## config.mk

```make
export PLATFORM = sky130hd
export DESIGN_NAME = dac_serial_front
export DESIGN_NICKNAME = d
export VERILOG_FILES = /design/src/rtl/dacfe_pkg.sv /design/src/rtl/dacfe_sync.sv /design/src/rtl/dacfe_shift.sv /design/src/rtl/dacfe_hold.sv /design/src/rtl/dac_serial_front.sv
export SDC_FILE = /design/constraint.sdc
export NUM_CORES = 1
export LEC_CHECK = 0
export BUFFER_PORTS_ARGS = -buffer_cell sky130_fd_sc_hd__clkbuf_2
export CAP_MARGIN = 15
export CORE_ASPECT_RATIO = 0.5
export CORE_MARGIN = 10
export CORE_UTILIZATION = 59
export DETAILED_ROUTE_END_ITERATION = 16
export PLACE_DENSITY_LB_ADDON = 0.25
export SLEW_MARGIN = 20
export SYNTH_ARGS = -nofsm -noshare
export SYNTH_HDL_FRONTEND = slang
export SYNTH_SLANG_ARGS = --single-unit
```

## constraint.sdc

```tcl
create_clock -name clk -period 4.7 [get_ports clk]
set_input_delay 0 -clock clk [delete_from_list [all_inputs] [get_ports clk]]
set_output_delay 0 -clock clk [all_outputs]
set_load 0.01 [all_outputs]
```

## src/rtl/dacfe_pkg.sv

```systemverilog
package dacfe_pkg;

    localparam int CODE_W  = 12;
    localparam int STEP_UV = 500;
    localparam int FULL_UV = ((1 << CODE_W) - 1) * STEP_UV;
    localparam int UV_W    = $clog2(FULL_UV + 1);

    typedef logic [CODE_W-1:0] code_t;
    typedef logic [UV_W-1:0]   uv_t;

    // Host pins as one bundle, synchronized together
    typedef struct packed {
        logic sclk;
        logic cs_n;
        logic sdi;
        logic ld_n;
        logic clr_n;
    } pins_t;

    localparam pins_t PINS_IDLE = '{sclk: 1'b0, cs_n: 1'b1, sdi: 1'b0,
                                    ld_n: 1'b1, clr_n: 1'b1};

    typedef enum logic [1:0] {
        HOLD_KEEP  = 2'd0,
        HOLD_LOAD  = 2'd1,
        HOLD_CLEAR = 2'd2
    } hold_op_t;

    function automatic uv_t code_to_uv(input code_t c);
        return uv_t'(c) * uv_t'(STEP_UV);
    endfunction

endpackage

```

## src/rtl/dacfe_sync.sv

```systemverilog
module dacfe_sync #(
    parameter int           W       = 1,
    parameter int           STAGES  = 2,
    parameter logic [W-1:0] RST_VAL = '0
) (
    input  logic         clk,
    input  logic         rst,
    input  logic [W-1:0] d,
    output logic [W-1:0] q
);
    logic [STAGES-1:0][W-1:0] stg;

    always_ff @(posedge clk) begin
        if (rst) begin
            for (int i = 0; i < STAGES; i++) stg[i] <= RST_VAL;
        end else begin
            stg[0] <= d;
            for (int i = 1; i < STAGES; i++) stg[i] <= stg[i-1];
        end
    end

    assign q = stg[STAGES-1];
endmodule

```

## src/rtl/dacfe_shift.sv

```systemverilog
module dacfe_shift
    import dacfe_pkg::*;
(
    input  logic  clk,
    input  logic  rst,
    input  logic  sclk,
    input  logic  cs_n,
    input  logic  sdi,
    output code_t shreg
);
    logic  sclk_q;
    logic  rise;
    code_t sr;

    assign rise = sclk & ~sclk_q;

    always_ff @(posedge clk) begin
        if (rst) begin
            sclk_q <= 1'b0;
            sr     <= '0;
        end else begin
            sclk_q <= sclk;
            if (rise && !cs_n) sr <= {sr[CODE_W-2:0], sdi};
        end
    end

    assign shreg = sr;
endmodule

```

## src/rtl/dacfe_hold.sv

```systemverilog
module dacfe_hold
    import dacfe_pkg::*;
(
    input  logic  clk,
    input  logic  rst,
    input  logic  ld_n,
    input  logic  clr_n,
    input  code_t din,
    output code_t dout
);
    hold_op_t op;
    code_t    hr;

    always_comb begin
        if (!clr_n)     op = HOLD_CLEAR;
        else if (!ld_n) op = HOLD_LOAD;
        else            op = HOLD_KEEP;
    end

    always_ff @(posedge clk) begin
        if (rst) begin
            hr <= '0;
        end else begin
            case (op)
                HOLD_CLEAR: hr <= '0;
                HOLD_LOAD:  hr <= din;
                default:    hr <= hr;
            endcase
        end
    end

    assign dout = hr;
endmodule

```

## src/rtl/dac_serial_front.sv

```systemverilog
module dac_serial_front
    import dacfe_pkg::*;
#(
    parameter int SYNC_STAGES = 2
) (
    input  logic                clk,
    input  logic                rst,
    input  logic                ser_clk,
    input  logic                ser_cs_n,
    input  logic                ser_din,
    input  logic                load_n,
    input  logic                clear_n,
    output logic [CODE_W-1:0]   dac_code,
    output logic [UV_W-1:0]     out_uv
);
    localparam int PW = $bits(pins_t);

    pins_t pins_raw;
    pins_t pins_s;
    code_t shreg;
    code_t hold_q;

    assign pins_raw = '{sclk: ser_clk, cs_n: ser_cs_n, sdi: ser_din,
                        ld_n: load_n, clr_n: clear_n};

    dacfe_sync #(
        .W       (PW),
        .STAGES  (SYNC_STAGES),
        .RST_VAL (PINS_IDLE)
    ) u_sync (
        .clk (clk),
        .rst (rst),
        .d   (pins_raw),
        .q   (pins_s)
    );

    dacfe_shift u_shift (
        .clk   (clk),
        .rst   (rst),
        .sclk  (pins_s.sclk),
        .cs_n  (pins_s.cs_n),
        .sdi   (pins_s.sdi),
        .shreg (shreg)
    );

    dacfe_hold u_hold (
        .clk   (clk),
        .rst   (rst),
        .ld_n  (pins_s.ld_n),
        .clr_n (pins_s.clr_n),
        .din   (shreg),
        .dout  (hold_q)
    );

    assign dac_code = hold_q;
    assign out_uv   = code_to_uv(hold_q);
endmodule

```

==> results.ini, run 1 <==
[clocking]
postCtsSetupBuffers=0
cts_tree=built
clkTransAtPathRegs_ps=70
clockBufferDepth=2
numClockSinks=35
cts-htree-levels=2
cts_made_buffers=5
cts-root-buf=clkbuf_8
insertion_delay_ps=290

[yosys]
synth_edf_count=0
synth_seq_cells=35
syn_area_sq_um=3240
ys_warn_count=0
yosys.area_share.xor_xnor_pct=3.51
synth-async-reset-ratio_pct=0
synthSimpleGateAreaFrac_pct=11.1
ys_types=43
syn_avg_cell_area_sq_um=9.43
synth_largest_area_cell=fa_1
synth.mux.area_fraction_pct=3.70
synth_fa_ha_area_share_pct=40.8
ys_seq_area_share_pct=21.6
synth_top_family_by_area=adder cells
synth.top_cell.area_share_pct=23.4
synth_compound_area_share_pct=10.6
synth_ff_type=dfxtp_1
synthTopCellsByArea=fa_1, dfxtp_1, ha_1
syn_inst=344

[outcome]
status=complete, no violations

[grt]
grt_max_degree=25
grt_pass1_wl_um=11000
grt_overflow_total=0
grt_usage_pct=14.3
grt_pass1_vias=2315
antenna_found_initial=0

[pwr]
power.total_w=0.000638
p_leak_nw=1.95
power_density_nw_per_um2=174
vdd_drop_max_v=0.000301

[final_layout]
most-common-layout-cells=inv_1, ha_1, fa_1, clkbuf_2, nand2_1
area_growth_pct=12.7
nFillCells=373
final_common_cell=inv_1
drive_gt1_share_pct=16.7
multi_input_area_sq_um=2270
nets=473
diodes=0
regArea_sq_um=707

[worst_setup_path]
cp_slowest_stage_delay_ps=580
rrSetupSlack_ps=3500
path_delay_family=adder cells
endpoint_kind=output pin
crit_fanout=6
cp-start-kind=register
cp_cell_sequence=inv_1, fa_1, fa_1, fa_1, fa_1, inv_1, ha_1, a21o_1, and2_1, a31o_1, a221oi_2, xnor2_1, clkbuf_2
crit_slowest_cell=fa_1
arrival_ps=4400
cpMostUsedCell=fa_1
worst-path-buf-inv=3
worstSetupPathType=reg2out
crit_required_ps=4700

[die]
core_sq_um=5110
die_area_sq_um=9040
io_pins=40
floorplan.die.height_um=72.4
start_util_pct=63.5
rows=18
die_w_um=125

[detailed_routing]
ant_nets=0
drc_errors=0
wirelength_um=6330
first_pass_iters=4
wl_per_cell_um=14.0
via_count=2304
vias_per_cell=5.07
drt_iter0_drc=120

[sta]
hold_viol=0
post-route-min-period_ps=4400
skew_ps=9.01
tightest_slew_ps=665
drv_slew=0
clock.fmax_mhz=227
tns_ps=0
fin_crit_sh_pct=93.6
setup_viol=0
slew_headroom_pct=55.6
grt_setup_unrepaired=no

[placed_design]
gp_congestion=0.893
io_buffers=37
hpwl_um=5210

[min_path]
min_path_type=in2reg

[flow_run]
cap_violations=0

[stage by stage]
| step | hold WS, ps | cells | setup WS [ps] | util (%) | cell area [sq um] |
|---|---|---|---|---|---|
| floorplan | 71.6 | 345 | 761 | - | 3250 |
| global placement | 183 | 441 | 564 | 67.8 | 3470 |
| detailed placement | 184 | 441 | 530 | 67.8 | 3470 |
| CTS | 160 | 454 | 205 | 71.4 | 3650 |
| global route | 236 | 454 | 20.8 | 71.5 | 3660 |
| finish | 166 | 454 | 301 | 71.5 | 3660 |
[routing by layer]
metal | global-route usage (%) | vias up | wire [um]
met1 | 18.4 | 1074 | 3140
met5 | 0 | - | 0
met2 | 23.8 | 46 | 2790
met4 | 3.17 | 0 | 82
met3 | 3.70 | 7 | 319
li1 | - | 1177 | -
[worst register-to-register path, cell delays in order (launching register included)]
cell     delay, ps
dfxtp_1        750
mux2i_1        270
nor2_1          60
[synth_stat cells (2+ instances only)]
cell and instances:
a21o_1 7, a21oi_1 24, a31o_1 2, and2_1 3, buf_4 4, clkbuf_1 7, dfxtp_1 35, fa_1 38
ha_1 45, inv_1 58, mux2i_1 12, nand2_1 34, nand3_1 3, nor2_1 20, nor2b_1 5, nor3_1 3
o211ai_1 2, or2_2 6, xnor2_1 9, xor2_1 4
[what timing repair did]
item | CTS | global route
hold buffers | 5 | 0
resized for setup | 0 | 8
endpoints found under the hold margin | 5 | 0
setup endpoints to repair | 0 | 2
[cell type report]
type | instances | share of cell area, %
timing repair buffer | 43 | 6.64
clock buffer | 6 | 1.98
tap | 70 | 2.40
sequential | 35 | 19.3
multi-input combinational | 240 | 62.0
clock inverter | 2 | 1.64
inverter | 58 | 5.95
[path summary, 6_finish.rpt]
path	depth (start not counted)	from	to
max	13	u_hold.dout[3]$_SDFFE_PP0P_	out_uv[20]
min	2	rst	u_shift.shreg[3]$_SDFFE_PP0P_
max reg2reg	2	u_sync.q[1]$_SDFF_PP1_	u_hold.dout[9]$_SDFFE_PP0P_
min reg2reg	1	u_sync.stg[3]$_SDFF_PP1_	u_sync.q[3]$_SDFF_PP1_
[state kept, by name, summed over array words and instances (netlist names)]
register,cells
u_sync.stg,5
u_shift.sclk_q,1
u_sync.q,5
u_hold.dout,12
u_shift.shreg,12
[logic make-up after synthesis]
kind of cell / count (synthesis)
other: 1
xor gates and xnor gates: 13
DFF: 35
muxes: 12
buffers and inverters: 70
adders and majority gates: 83
and+or+nand+nor: 79
AOI/OAI and AO/OA: 51
[power breakdown]
part           switching [W]  internal [W]  total [W]
clock               0.000106      0.000212   0.000318
sequential        0.00000274      0.000301   0.000303
combinational     0.00000770    0.00000874  0.0000164
No activity file was read; power rests on OpenSTA's default activity.
==> run 2, diff against run 1 <==
--- a/config.mk
+++ b/config.mk
@@ -11,7 +11,7 @@
 export CORE_MARGIN = 10
 export CORE_UTILIZATION = 59
 export DETAILED_ROUTE_END_ITERATION = 16
-export PLACE_DENSITY_LB_ADDON = 0.25
+export PLACE_DENSITY_LB_ADDON = 0.05
 export SLEW_MARGIN = 20
 export SYNTH_ARGS = -nofsm -noshare
 export SYNTH_HDL_FRONTEND = slang
==> run 2 against run 1 <==
Sequential power hardly changed. Wire length about the same. Setup slack got worse by 55 ps. Register-to-register slack worse by 30 ps. Die area unchanged. Combinational power is essentially flat. Cell area hardly changed. Clock skew is 3.6 ps lower. Clock-buffer cell count shrank 1. Sequential share of layout area decreased by 0.075 points. Utilization about the same. Critical endpoint unchanged.
==> results.ini, run 2 (same netlist as run 1, synthesis figures left out) <==
[detailed_routing]
vias_per_cell=5.15  ; +1.4%
wl_per_cell_um=14.0  ; about the same
ant_nets=0  ; unchanged
first_pass_iters=4  ; unchanged
via_count=2337  ; +1.4%
drc_errors=0  ; unchanged
drt_iter0_drc=179  ; +49%
wirelength_um=6340  ; about the same

[worst_setup_path]
ff2ff_path_depth=2  ; unchanged
reg2reg_to=u_hold.dout[5]$_SDFFE_PP0P_
rrSetupSlack_ps=3470  ; -30 ps
crit_fanout=6  ; unchanged
worstSetupPathType=reg2out
arrival_ps=4450  ; +50 ps
cp-startpoint=u_hold.dout[7]$_SDFFE_PP0P_
critPathCapture=out_uv[20]
endpoint_kind=output pin
cp-start-kind=register
crit_required_ps=4700  ; about the same
r2r_start=u_sync.q[1]$_SDFF_PP1_

[min_path]
hold_path_depth=2  ; unchanged
min_path_type=in2reg
min_from=rst

[die]
rows=18  ; unchanged
die_w_um=125  ; unchanged
start_util_pct=63.5  ; unchanged
floorplan.die.height_um=72.4  ; unchanged
die_area_sq_um=9040  ; unchanged
io_pins=40  ; unchanged
core_sq_um=5110  ; unchanged

[sta]
post-route-min-period_ps=4450  ; +55.1 ps
hold_viol=0  ; unchanged
fin_crit_sh_pct=94.8  ; +1.2 points
slew_headroom_pct=54.5  ; -1.1 points
tns_ps=0  ; unchanged
clock.fmax_mhz=224  ; -1.2%
drv_slew=0  ; unchanged
setup_viol=0  ; unchanged
grt_setup_unrepaired=no
tightest_slew_ps=682  ; +17.1 ps
skew_ps=5.38  ; -3.63 ps

[final_layout]
drive_gt1_share_pct=15.9  ; -0.78 points
nets=473  ; unchanged
most-common-layout-cells=inv_1, ha_1, fa_1, clkbuf_2, nand2_1
fin_util_pct=71.5  ; about the same
final_common_cell=inv_1
diodes=0  ; unchanged
area_growth_pct=12.7  ; about the same

[clocking]
cts_tree=built
postCtsSetupBuffers=0  ; unchanged
clkTransAtPathRegs_ps=70  ; about the same
cts_made_buffers=5  ; unchanged
cts-root-buf=clkbuf_8
insertion_delay_ps=290  ; about the same
clockBufferDepth=2  ; unchanged
numClockSinks=35  ; unchanged
cts-htree-levels=2  ; unchanged

[flow_run]
cap_violations=0  ; unchanged

[placed_design]
hpwl_um=5340  ; +2.5%
io_buffers=37  ; unchanged
gp_congestion=0.899  ; +0.63%

[pwr]
power_density_nw_per_um2=175  ; +0.13%
p_leak_nw=1.95  ; -0.14%
vdd_drop_max_v=0.000271  ; -10%

[grt]
grt_max_degree=25  ; unchanged
grt_pass1_wl_um=11000  ; +0.38%
grt_pass1_vias=2358  ; +1.9%
grt_usage_pct=14.4  ; +0.096 points
antenna_found_initial=0  ; unchanged
grt_overflow_total=0  ; unchanged

[outcome]
status=complete, no violations

run 2: power by group:
part | switching (W) | total (W) | internal [W]
logic | 0.00000788 | 0.0000166 | 0.00000876
registers | 0.00000284 | 0.000303 | 0.000301
clock network | 0.000107 | 0.000319 | 0.000211
total | 0.000118 | 0.000639 | 0.000521
run 2: metrics by stage:
stage / hold slack [ps] / area (sq um) / worst slack (ps) / power, W / cells
floorplan: 71.6 / 3250 / 761 / 0.000321 / 345
global placement: 182 / 3470 / 548 / 0.000323 / 441
detailed placement: 187 / 3470 / 519 / 0.000324 / 441
CTS: 160 / 3650 / 191 / 0.000646 / 454
global route: 219 / 3660 / 1.89 / 0.000660 / 454
finish: 175 / 3660 / 246 / 0.000639 / 454
run 2: layer usage:
metal  GRT usage [%]  vias up  part of all wire [%]
met5               0        -                     0
met4            3.68        0                  0.92
met3            3.92        6                   5.4
met2            24.4       52                    45
met1            18.0     1100                    49
li1                -     1179                     -
run 2: area by class of cell:
cell class / count / area, sq um
clock buffer: 5 / 68.8
fill: 387 / 1460
timing repair buffer: 43 / 243
tap: 70 / 87.6
clock inverter: 3 / 67.6
inverter: 58 / 218
multi-input combinational: 240 / 2270
sequential: 35 / 704
run 2: how the worst min path moves through the flow:
stage | to | slack [ps]
2_1_floorplan | u_shift.sclk_q$_SDFF_PP0_ | 70
3_3_place_gp | u_sync.stg[1]$_SDFF_PP1_ | 180
3_5_place_dp | u_sync.stg[0]$_SDFF_PP1_ | 190
4_1_cts | u_shift.shreg[2]$_SDFFE_PP0P_ | 160
5_1_grt | u_shift.shreg[9]$_SDFFE_PP0P_ | 220
6_report | u_shift.shreg[2]$_SDFFE_PP0P_ | 180
run 2: worst max-delay path: stages, from the launching register on:
cell	delay, ps
dfxtp_1	430
inv_1	190
fa_1	490
fa_1	510
inv_1	50
fa_1	490
inv_1	50
fa_1	490
inv_1	40
ha_1	360
a21oi_1	170
o221ai_1	140
a21o_1	200
a221oi_2	260
xnor2_1	150
clkbuf_2	150
run 2: repair_timing:
action / CTS / global route
resized for setup: 0 / 4
endpoints found under the hold margin: 5 / 0
hold buffers: 5 / 0
setup endpoints to repair: 0 / 2
